$ cat src/rtl/frame_rx_pkg.sv
package frame_rx_pkg;

    localparam int SFD_IDX    = 7;
    localparam int DA_IDX     = 8;
    localparam int SA_IDX     = 14;
    localparam int LEN_IDX    = 20;
    localparam int PAY_IDX    = 22;
    localparam int FCS_LEN    = 4;
    localparam int CRC_START  = DA_IDX;
    localparam int MIN_FRAME  = PAY_IDX + FCS_LEN;

    localparam logic [7:0]  PRE_BYTE = 8'h55;
    localparam logic [7:0]  SFD_BYTE = 8'hD5;
    localparam logic [31:0] CRC_POLY = 32'hEDB88320;

    // one byte of reflected CRC-32, least significant bit first
    function automatic logic [31:0] crc32_step(input logic [31:0] c, input logic [7:0] d);
        logic [31:0] r;
        r = c ^ {24'h0, d};
        for (int b = 0; b < 8; b++) begin
            r = r[0] ? ((r >> 1) ^ CRC_POLY) : (r >> 1);
        end
        return r;
    endfunction

endpackage

$ cat src/rtl/rx_tail_buf.sv
module rx_tail_buf #(
    parameter int W     = 8,
    parameter int DEPTH = 4
) (
    input  logic               clk,
    input  logic               rst_n,
    input  logic               shift,
    input  logic [W-1:0]       din,
    output logic [W-1:0]       oldest,
    output logic [W*DEPTH-1:0] word
);
    logic [W-1:0] stg_q [DEPTH];
    logic [W-1:0] stg_d [DEPTH];

    always_comb begin
        stg_d = stg_q;
        if (shift) begin
            stg_d[0] = din;
            for (int k = 1; k < DEPTH; k++) begin
                stg_d[k] = stg_q[k-1];
            end
        end
    end

    always_ff @(posedge clk) begin
        if (!rst_n) begin
            for (int k = 0; k < DEPTH; k++) begin
                stg_q[k] <= '0;
            end
        end else begin
            stg_q <= stg_d;
        end
    end

    assign oldest = stg_q[DEPTH-1];

    // newest byte in the top lane, oldest in the bottom lane
    for (genvar k = 0; k < DEPTH; k++) begin : g_lane
        assign word[(DEPTH-k)*W-1 -: W] = stg_q[k];
    end

endmodule

$ cat src/rtl/rx_crc32.sv
module rx_crc32 (
    input  logic        clk,
    input  logic        rst_n,
    input  logic        seed,
    input  logic        en,
    input  logic [7:0]  din,
    output logic [31:0] crc
);
    import frame_rx_pkg::*;

    logic [31:0] crc_d, crc_q;

    always_comb begin
        crc_d = crc_q;
        if (seed) begin
            crc_d = '1;
        end else if (en) begin
            crc_d = crc32_step(crc_q, din);
        end
    end

    always_ff @(posedge clk) begin
        if (!rst_n) crc_q <= '1;
        else        crc_q <= crc_d;
    end

    assign crc = crc_q;

endmodule

$ cat src/rtl/rx_frame_ctrl.sv
module rx_frame_ctrl #(
    parameter int COUNT_W = 16,
    parameter int BCNT_W  = 12
) (
    input  logic               clk,
    input  logic               rst_n,
    input  logic [7:0]         rx_data,
    input  logic               rx_dv,
    input  logic               rx_er,
    input  logic [7:0]         tail_oldest,
    input  logic [31:0]        tail_word,
    input  logic [31:0]        crc_val,
    output logic               tail_shift,
    output logic               crc_seed,
    output logic               crc_en,
    output logic [47:0]        dst_addr,
    output logic [47:0]        src_addr,
    output logic [15:0]        len_field,
    output logic [7:0]         pay_data,
    output logic               pay_valid,
    output logic               frame_end,
    output logic               fcs_ok,
    output logic               frame_bad,
    output logic               preamble_bad,
    output logic [COUNT_W-1:0] frame_count
);
    import frame_rx_pkg::*;

    localparam logic [BCNT_W-1:0] BCNT_MAX = '1;

    typedef struct packed {
        logic               in_frame;
        logic [BCNT_W-1:0]  bcnt;
        logic               err_seen;
        logic               pre_err;
        logic [47:0]        dst;
        logic [47:0]        src;
        logic [15:0]        len;
        logic [7:0]         pay;
        logic               pay_v;
        logic               eof;
        logic               fcs_ok;
        logic               bad;
        logic               pre_bad;
        logic [COUNT_W-1:0] cnt;
    } ctrl_st_t;

    ctrl_st_t st_d, st_q;
    logic [BCNT_W-1:0] idx;
    logic [31:0]       idx_w;
    logic [31:0]       size_w;
    logic              pre_hit;

    always_comb begin
        st_d       = st_q;
        st_d.pay_v = 1'b0;
        st_d.eof   = 1'b0;
        idx        = st_q.in_frame ? st_q.bcnt : '0;
        idx_w      = 32'(idx);
        size_w     = 32'(st_q.bcnt);
        pre_hit    = 1'b0;
        tail_shift = rx_dv;
        crc_seed   = rx_dv && !st_q.in_frame;
        crc_en     = rx_dv && (idx_w >= CRC_START + FCS_LEN);

        if (rx_dv) begin
            st_d.in_frame = 1'b1;
            st_d.bcnt     = (idx != BCNT_MAX) ? idx + 1'b1 : idx;
            if (idx_w < SFD_IDX)       pre_hit = (rx_data != PRE_BYTE);
            else if (idx_w == SFD_IDX) pre_hit = (rx_data != SFD_BYTE);
            st_d.err_seen = (st_q.in_frame && st_q.err_seen) || rx_er;
            st_d.pre_err  = (st_q.in_frame && st_q.pre_err) || pre_hit;
            if (idx_w >= DA_IDX && idx_w < SA_IDX)   st_d.dst = {st_q.dst[39:0], rx_data};
            if (idx_w >= SA_IDX && idx_w < LEN_IDX)  st_d.src = {st_q.src[39:0], rx_data};
            if (idx_w >= LEN_IDX && idx_w < PAY_IDX) st_d.len = {st_q.len[7:0], rx_data};
            if (idx_w >= PAY_IDX + FCS_LEN) begin
                st_d.pay_v = 1'b1;
                st_d.pay   = tail_oldest;
            end
        end else if (st_q.in_frame) begin
            st_d.in_frame = 1'b0;
            st_d.eof      = 1'b1;
            st_d.cnt      = st_q.cnt + 1'b1;
            st_d.fcs_ok   = (tail_word == ~crc_val);
            st_d.bad      = st_q.err_seen || (size_w < MIN_FRAME)
                            || ((size_w - MIN_FRAME) != 32'(st_q.len));
            st_d.pre_bad  = st_q.pre_err;
        end
    end

    always_ff @(posedge clk) begin
        if (!rst_n) st_q <= '0;
        else        st_q <= st_d;
    end

    assign dst_addr     = st_q.dst;
    assign src_addr     = st_q.src;
    assign len_field    = st_q.len;
    assign pay_data     = st_q.pay;
    assign pay_valid    = st_q.pay_v;
    assign frame_end    = st_q.eof;
    assign fcs_ok       = st_q.fcs_ok;
    assign frame_bad    = st_q.bad;
    assign preamble_bad = st_q.pre_bad;
    assign frame_count  = st_q.cnt;

endmodule

$ cat src/rtl/gmii_frame_rx.sv
module gmii_frame_rx #(
    parameter int COUNT_W = 16,
    parameter int BCNT_W  = 12
) (
    input  logic               clk,
    input  logic               rst_n,
    input  logic [7:0]         rx_data,
    input  logic               rx_dv,
    input  logic               rx_er,
    output logic [47:0]        dst_addr,
    output logic [47:0]        src_addr,
    output logic [15:0]        len_field,
    output logic [7:0]         pay_data,
    output logic               pay_valid,
    output logic               frame_end,
    output logic               fcs_ok,
    output logic               frame_bad,
    output logic               preamble_bad,
    output logic [COUNT_W-1:0] frame_count
);
    import frame_rx_pkg::*;

    logic        tail_shift;
    logic [7:0]  tail_oldest;
    logic [31:0] tail_word;
    logic        crc_seed;
    logic        crc_en;
    logic [31:0] crc_val;

    rx_tail_buf #(.W(8), .DEPTH(FCS_LEN)) u_tail (
        .clk    (clk),
        .rst_n  (rst_n),
        .shift  (tail_shift),
        .din    (rx_data),
        .oldest (tail_oldest),
        .word   (tail_word)
    );

    rx_crc32 u_crc (
        .clk   (clk),
        .rst_n (rst_n),
        .seed  (crc_seed),
        .en    (crc_en),
        .din   (tail_oldest),
        .crc   (crc_val)
    );

    rx_frame_ctrl #(.COUNT_W(COUNT_W), .BCNT_W(BCNT_W)) u_ctrl (
        .clk          (clk),
        .rst_n        (rst_n),
        .rx_data      (rx_data),
        .rx_dv        (rx_dv),
        .rx_er        (rx_er),
        .tail_oldest  (tail_oldest),
        .tail_word    (tail_word),
        .crc_val      (crc_val),
        .tail_shift   (tail_shift),
        .crc_seed     (crc_seed),
        .crc_en       (crc_en),
        .dst_addr     (dst_addr),
        .src_addr     (src_addr),
        .len_field    (len_field),
        .pay_data     (pay_data),
        .pay_valid    (pay_valid),
        .frame_end    (frame_end),
        .fcs_ok       (fcs_ok),
        .frame_bad    (frame_bad),
        .preamble_bad (preamble_bad),
        .frame_count  (frame_count)
    );

endmodule

$ cat config.mk
export PLATFORM = sky130hd
export DESIGN_NAME = gmii_frame_rx
export DESIGN_NICKNAME = d
export VERILOG_FILES = /design/src/rtl/frame_rx_pkg.sv /design/src/rtl/rx_tail_buf.sv /design/src/rtl/rx_crc32.sv /design/src/rtl/rx_frame_ctrl.sv /design/src/rtl/gmii_frame_rx.sv
export SDC_FILE = /design/constraint.sdc
export NUM_CORES = 1
export LEC_CHECK = 0
export BUFFER_PORTS_ARGS = -buffer_cell sky130_fd_sc_hd__clkbuf_2
export CAP_MARGIN = 40
export CELL_PAD_IN_SITES_DETAIL_PLACEMENT = 1
export CELL_PAD_IN_SITES_GLOBAL_PLACEMENT = 2
export CORE_UTILIZATION = 36
export CTS_BUF_LIST = sky130_fd_sc_hd__clkbuf_2
export CTS_CLUSTER_DIAMETER = 30
export CTS_CLUSTER_SIZE = 25
export DETAILED_ROUTE_END_ITERATION = 6
export GPL_TIMING_DRIVEN = 1
export MAX_ROUTING_LAYER = met4
export PLACE_DENSITY = 0.85
export SLEW_MARGIN = 5
export SYNTH_ARGS = -nofsm -noshare
export SYNTH_HDL_FRONTEND = slang
export SYNTH_SLANG_ARGS = --single-unit
$ cat constraint.sdc
create_clock -name clk -period 2.8 [get_ports clk]
set_input_delay 0.14 -clock clk [delete_from_list [all_inputs] [get_ports clk]]
set_output_delay 0.14 -clock clk [all_outputs]
set_load 0.01 [all_outputs]
## Word-level counts from Yosys, hierarchy flattened

Index checks and enable logic that the tools add are counted.

| storage, ports and cells | value |
|---|---|
| logic and storage cells | 86 |
| flip-flop bits (word level) | 220 |
| bits of input ports | 12 |
| output and inout bits | 141 |

| cells by class | value |
|---|---|
| equal/unequal tests | 6 |
| $lt $le $gt $ge | 10 |
| bitwise gates (word level) | 12 |
| muxes and demuxes | 16 |
| reduce and logical (&&, ||, !) cells | 20 |
| add/subtract/negate cells | 3 |

Operators with widths:

| cell | number |
|---|---|
| $mux W32 | 8 |
| $not A13 Y14 | 8 |
| $ge A12 B4 Y1 const B | 3 |
| $lt A12 B5 Y1 const B | 3 |
| $eq A32 B32 Y1 | 1 |
| $ne A32 B16 Y1 | 1 |
| $not A32 Y32 | 1 |
| $xor A32 B8 Y32 | 1 |
| $ge A12 B5 Y1 const B | 2 |
| $mux W12 | 2 |
| $mux W20 | 1 |
| $add A16 B1 Y16 const B | 1 |
| $sub A12 B5 Y13 const B | 1 |
| $add A12 B1 Y12 const B | 1 |
| $eq A12 B3 Y1 const B | 1 |
| $lt A12 B3 Y1 const B | 1 |
| $lt A12 B4 Y1 const B | 1 |
| $ne A12 B12 Y1 const B | 1 |
| $reduce_and A2 Y1 | 6 |
| $ne A8 B7 Y1 const B | 1 |
| $ne A8 B8 Y1 const B | 1 |
| $logic_and A1 B1 Y1 | 7 |
| $mux W1 | 5 |
| $logic_or A1 B1 Y1 | 4 |
| 3 further kinds | 5 |

## Depth between registers and ports, before layout

| logic depth | value |
|---|---|
| depth after elaboration | 17 |
| mapped depth | 10 |
| gate-level depth less buffers | 8 |

## By module

A second synthesis with hierarchy kept.

| second synthesis, totals | value |
|---|---|
| cell total of the unflattened synthesis | 1266 |
| area, all modules | 10885.4 sq um |

By module, submodules not included:

| module | cells each | sequential area each (sq um) | times used | area each (sq um) |
|---|---|---|---|---|
| rx_frame_ctrl | 953 | 3123.0 | 1 | 7671.1 |
| rx_crc32 | 202 | 640.6 | 1 | 1910.6 |
| rx_tail_buf | 111 | 640.6 | 1 | 1303.8 |

## Worst setup path before layout

Ideal clock, no wire load.

| path | value |
|---|---|
| path type | reg-to-reg |
| start point | reg u_ctrl.st_q, in the netlist u_ctrl.size_w[8] |
| end point | reg u_ctrl.st_q, in the netlist u_ctrl.src_addr[20] |
| path slack | 0.339 ns |
| library setup time | 0.072 ns |
| stages on the path, launching flop included | 11 |
| data required time | 2.728 ns |
| period minus slack after synthesis | 2.461 ns |
| buffers on the path | 4 |
| arrival | 2.389 ns |
| cells stage by stage | dfxtp_1 buf_2 or4_1 buf_2 or4_4 nor3_2 a32oi_1 nor2_4 buf_8 buf_8 mux2i_1 |

| on the way | value |
|---|---|
| word-level cells in the longest chain between the ends | 4 |
| elaborated cells between the ends (all ways) | 5 |
| those cells by class | order compare (2); mux (1); reduce/logical (2) |

RTL lines:

| element | RTL line | RTL |
|---|---|---|
| start: declaration | rx_frame_ctrl.sv:48 | `ctrl_st_t st_d, st_q;` |
| start signal: assignment | rx_frame_ctrl.sv:93 | `else st_q <= st_d;` |
| $mux W12 * | rx_frame_ctrl.sv:58 | `idx = st_q.in_frame ? st_q.bcnt : '0;` |
| $ge A12 B4 Y1 / $lt A12 B5 Y1 (equally long branches) | rx_frame_ctrl.sv:74 | `if (idx_w >= SA_IDX && idx_w < LEN_IDX) st_d.src = {st_q.src[39:0], rx_data};` |
| $logic_and A1 B1 Y1 * | rx_frame_ctrl.sv:74 |  |
| $reduce_and A2 Y1 (no line) * | - |  |

Mark *: on every way between the ends. The rest lies on a longest branch, timed or not.
A chain may end at the register's enable or synchronous reset.

## Worst setup path after layout

| path | value |
|---|---|
| start point | reg u_ctrl.st_q, in the netlist u_ctrl.size_w[6] |
| end point | reg u_ctrl.st_q, in the netlist u_ctrl.src_addr[0] |

The elaborated chain is that of the path after synthesis.

==> impl_metrics.env <==
export IMPL_worst_pin_slew_ns=0.8722
export IMPL_grt_pass1_wl_mm=43.32
export IMPL_ys_types=54
export IMPL_antenna_left=0
export IMPL_syn_num_nets=1209
export IMPL_dpl_hpwl_mm=18.45
export IMPL_die_h_um=173.2
export IMPL_place_ws_ns=0.1656
export IMPL_clk_pin_slew_ns=0.15
export IMPL_cts_tree="yes"
export IMPL_postCtsSetupBuffers=0
export IMPL_status="completed"
export IMPL_routed_wl_mm=26.83
export IMPL_place_congestion=0.8273
export IMPL_peakVddDrop_mv=0.2408
export IMPL_post_route_period_util_pct=94.19
export IMPL_ioPinCount=153
export IMPL_cts_buffers=57
export IMPL_cts_resized_gates=0
export IMPL_worst_endpoint_required_ns=3.55
export IMPL_ys_top_cells_by_area="dfxtp_1, mux2i_1, buf_4"
export IMPL_routedWlPerCell_um=16.06
export IMPL_cts_hold_buffers=12
export IMPL_syn2layout_area_growth_pct=9.417
export IMPL_worstSetupEndpointType="flip-flop"
export IMPL_grt_overflow=0
export IMPL_multi_input_area_um2=4746
export IMPL_grtUsageTotal_pct=18.35
export IMPL_drc=0
export IMPL_grt_max_degree=88
export IMPL_cts_htree_levels=2
export IMPL_synthFlopType="dfxtp_1"
export IMPL_worst_slack_ns=0.1628
export IMPL_setup_viol=0
export IMPL_hold_class="input pin to flip-flop"
export IMPL_arrival_ns=3.39
export IMPL_tns_ns=0
export IMPL_drt_iter0_markers=355
export IMPL_clk_latency_ns=0.84
export IMPL_worstSetupStartpointType="flip-flop"
export IMPL_p_leak_nw=4.919
export IMPL_synth_area_leader_cell="dfxtp_1"
export IMPL_ys_seq_area_share_pct=41.75
export IMPL_fin_worst_skew_ns=0.06227
export IMPL_cts_root_buf="clkbuf_2"
export IMPL_synth_area_per_cell_um2=8.858
export IMPL_cts_sinks=220
export IMPL_crit_fanout=7
export IMPL_dpl_cell_area_um2=10750
export IMPL_yosys_warnings=0
export IMPL_crit_type="flip-flop to flip-flop"
export IMPL_netlist_area_um2=10550
export IMPL_first_pass_iters=4
export IMPL_synth_edff_count=0
export IMPL_initial_core_util_pct=36.66
export IMPL_seq_area_um2=4404
export IMPL_syn_inst=1191
export IMPL_layout_drive_gt1_share_pct=22.18
export IMPL_timing_slew_headroom_pct=41.44
export IMPL_yosys_area_top_type_share_pct=41.75
export IMPL_die_area_um2=29990
export IMPL_nets=1260
export IMPL_design_core_area_um2=28780
export IMPL_grt_pass1_vias=8155
export IMPL_synthMostInstantiatedCell="nand2_1"
export IMPL_fmax_mhz=379.2
export IMPL_final_cells=1671
export IMPL_vias=7991
export IMPL_async_flop_share_pct=0
export IMPL_slew_viol_final=0
export IMPL_min_period_ns=2.637
export IMPL_rows=62
export IMPL_power_per_cell_area_nw_per_um2=530.4
export IMPL_synth_seq_cells=220
export IMPL_dp_cells=1555
export IMPL_cap_violations=0
export IMPL_hold_viol_final=0
export IMPL_io_buffers=152
export IMPL_rsz0062_at_grt="false"
export IMPL_utilization_pct=40.11
export IMPL_final_area_um2=11540
export IMPL_die_w_um=173.2
export IMPL_cts_buffer_depth=3
export IMPL_fillers=3386
export IMPL_synth_common_cells="nand2_1, dfxtp_1, buf_4"
export IMPL_antenna_found_initial=1
export IMPL_routed_via_density=4.782
==> sequential cells by signal, indices dropped and copies added, names as in the netlist <==
signal               flops
u_ctrl.dst_addr         48
u_ctrl.size_w           12
u_crc.crc               32
u_ctrl.frame_count      16
u_ctrl.frame_bad         1
u_ctrl.pay_valid         1
u_ctrl.frame_end         1
u_tail.oldest            8
u_ctrl.pay_data          8
u_ctrl.fcs_ok            1
u_ctrl.len_field        16
u_ctrl.st_q              3
u_ctrl.preamble_bad      1
u_tail.word             24
u_ctrl.src_addr         48
==> worst max-delay path, cell delays in order (launching register included) <==
cell     delay (ns)
dfxtp_1        0.37
or4_1          0.58
or4_4          0.50
nor3_2         0.19
a32oi_1        0.18
nor2_4         0.31
buf_4          0.24
mux2i_1        0.22
==> layer usage <==
layer / track usage [%] / wire length, µm
met1: 22.46 / 12160
met2: 30.01 / 13020
met3: 3.738 / 1069
met4: 6.195 / 580
met5: - / 0
==> cell type report <==
type | instances | area share, %
Multi-Input combinational cell | 755 | 41.11
Sequential cell | 220 | 38.15
Timing Repair Buffer | 196 | 10.36
Tap cell | 384 | 4.162
Clock inverter | 37 | 2.937
Clock buffer | 65 | 2.818
Inverter | 12 | 0.4119
Antenna cell | 2 | 0.04336
==> metrics by stage <==
stage | hold slack [ns] | power, mW
2_1_floorplan | 0.2657 | 3.385
3_3_place_gp | 0.3532 | 3.469
3_5_place_dp | 0.3779 | 3.471
4_1_cts | 0.1103 | 6.245
5_1_grt | 0.1415 | 6.466
6_report | 0.2053 | 6.123
==> cell families (layout without fill, tap and decap cells) <==
| family | after synthesis | in the layout | share of synthesized area [%] |
|---|---|---|---|
| muxes | 106 | 106 | 10.06 |
| AOI/OAI and AO/OA | 132 | 132 | 7.804 |
| DFF | 220 | 220 | 41.75 |
| other | 0 | 2 | 0 |
| adders and majority gates | 6 | 6 | 0.7116 |
| buffers and inverters | 216 | 310 | 13.39 |
| and+or+nand+nor | 383 | 383 | 15.60 |
| xor gates and xnor gates | 128 | 128 | 10.70 |
==> worst paths after layout <==
| kind | start | depth (start not counted) | slack (ns) | endpoint |
|---|---|---|---|---|
| setup / recovery | u_ctrl.size_w[6] | 7 | 0.16 | u_ctrl.src_addr[0] |
| hold / removal | rx_data[0] | 4 | 0.21 | u_ctrl.dst_addr[0] |
| setup reg to reg | u_ctrl.size_w[6] | 7 | 0.16 | u_ctrl.src_addr[0] |
| hold reg to reg | u_ctrl.dst_addr[44] | 2 | 0.46 | u_ctrl.dst_addr[44] |
==> layout by cell type, fill, tap and decap left out, types with 3 or more instances in the layout <==
master           n
and3_1           7
nor4_1           6
clkinv_1        11
nor2_1          88
or3_1            3
nor2b_1          5
and2_1           7
nand3_1         10
ha_1             6
clkinv_2        14
nand4_1         13
buf_4           26
a31oi_1          6
o21ai_0          8
buf_12           6
nor3_1           5
o211ai_1        35
dlygate4sd3_1   12
dfxtp_1        220
nand2_1        221
xor2_1          56
clkinvlp_4       4
or4_1            3
inv_1           11
mux2i_1        106
a211oi_1         3
xnor2_1         71
a21oi_1         61
clkbuf_2       217
bufinv_16        6
==> report_power, final <==
part	total [mW]	switching, mW	internal, mW
clock network	2.71	1.45	1.26
registers	3.18	0.0260	3.15
logic	0.236	0.152	0.0838
total	6.12	1.63	4.49
No activity file was read; power rests on OpenSTA's default activity.
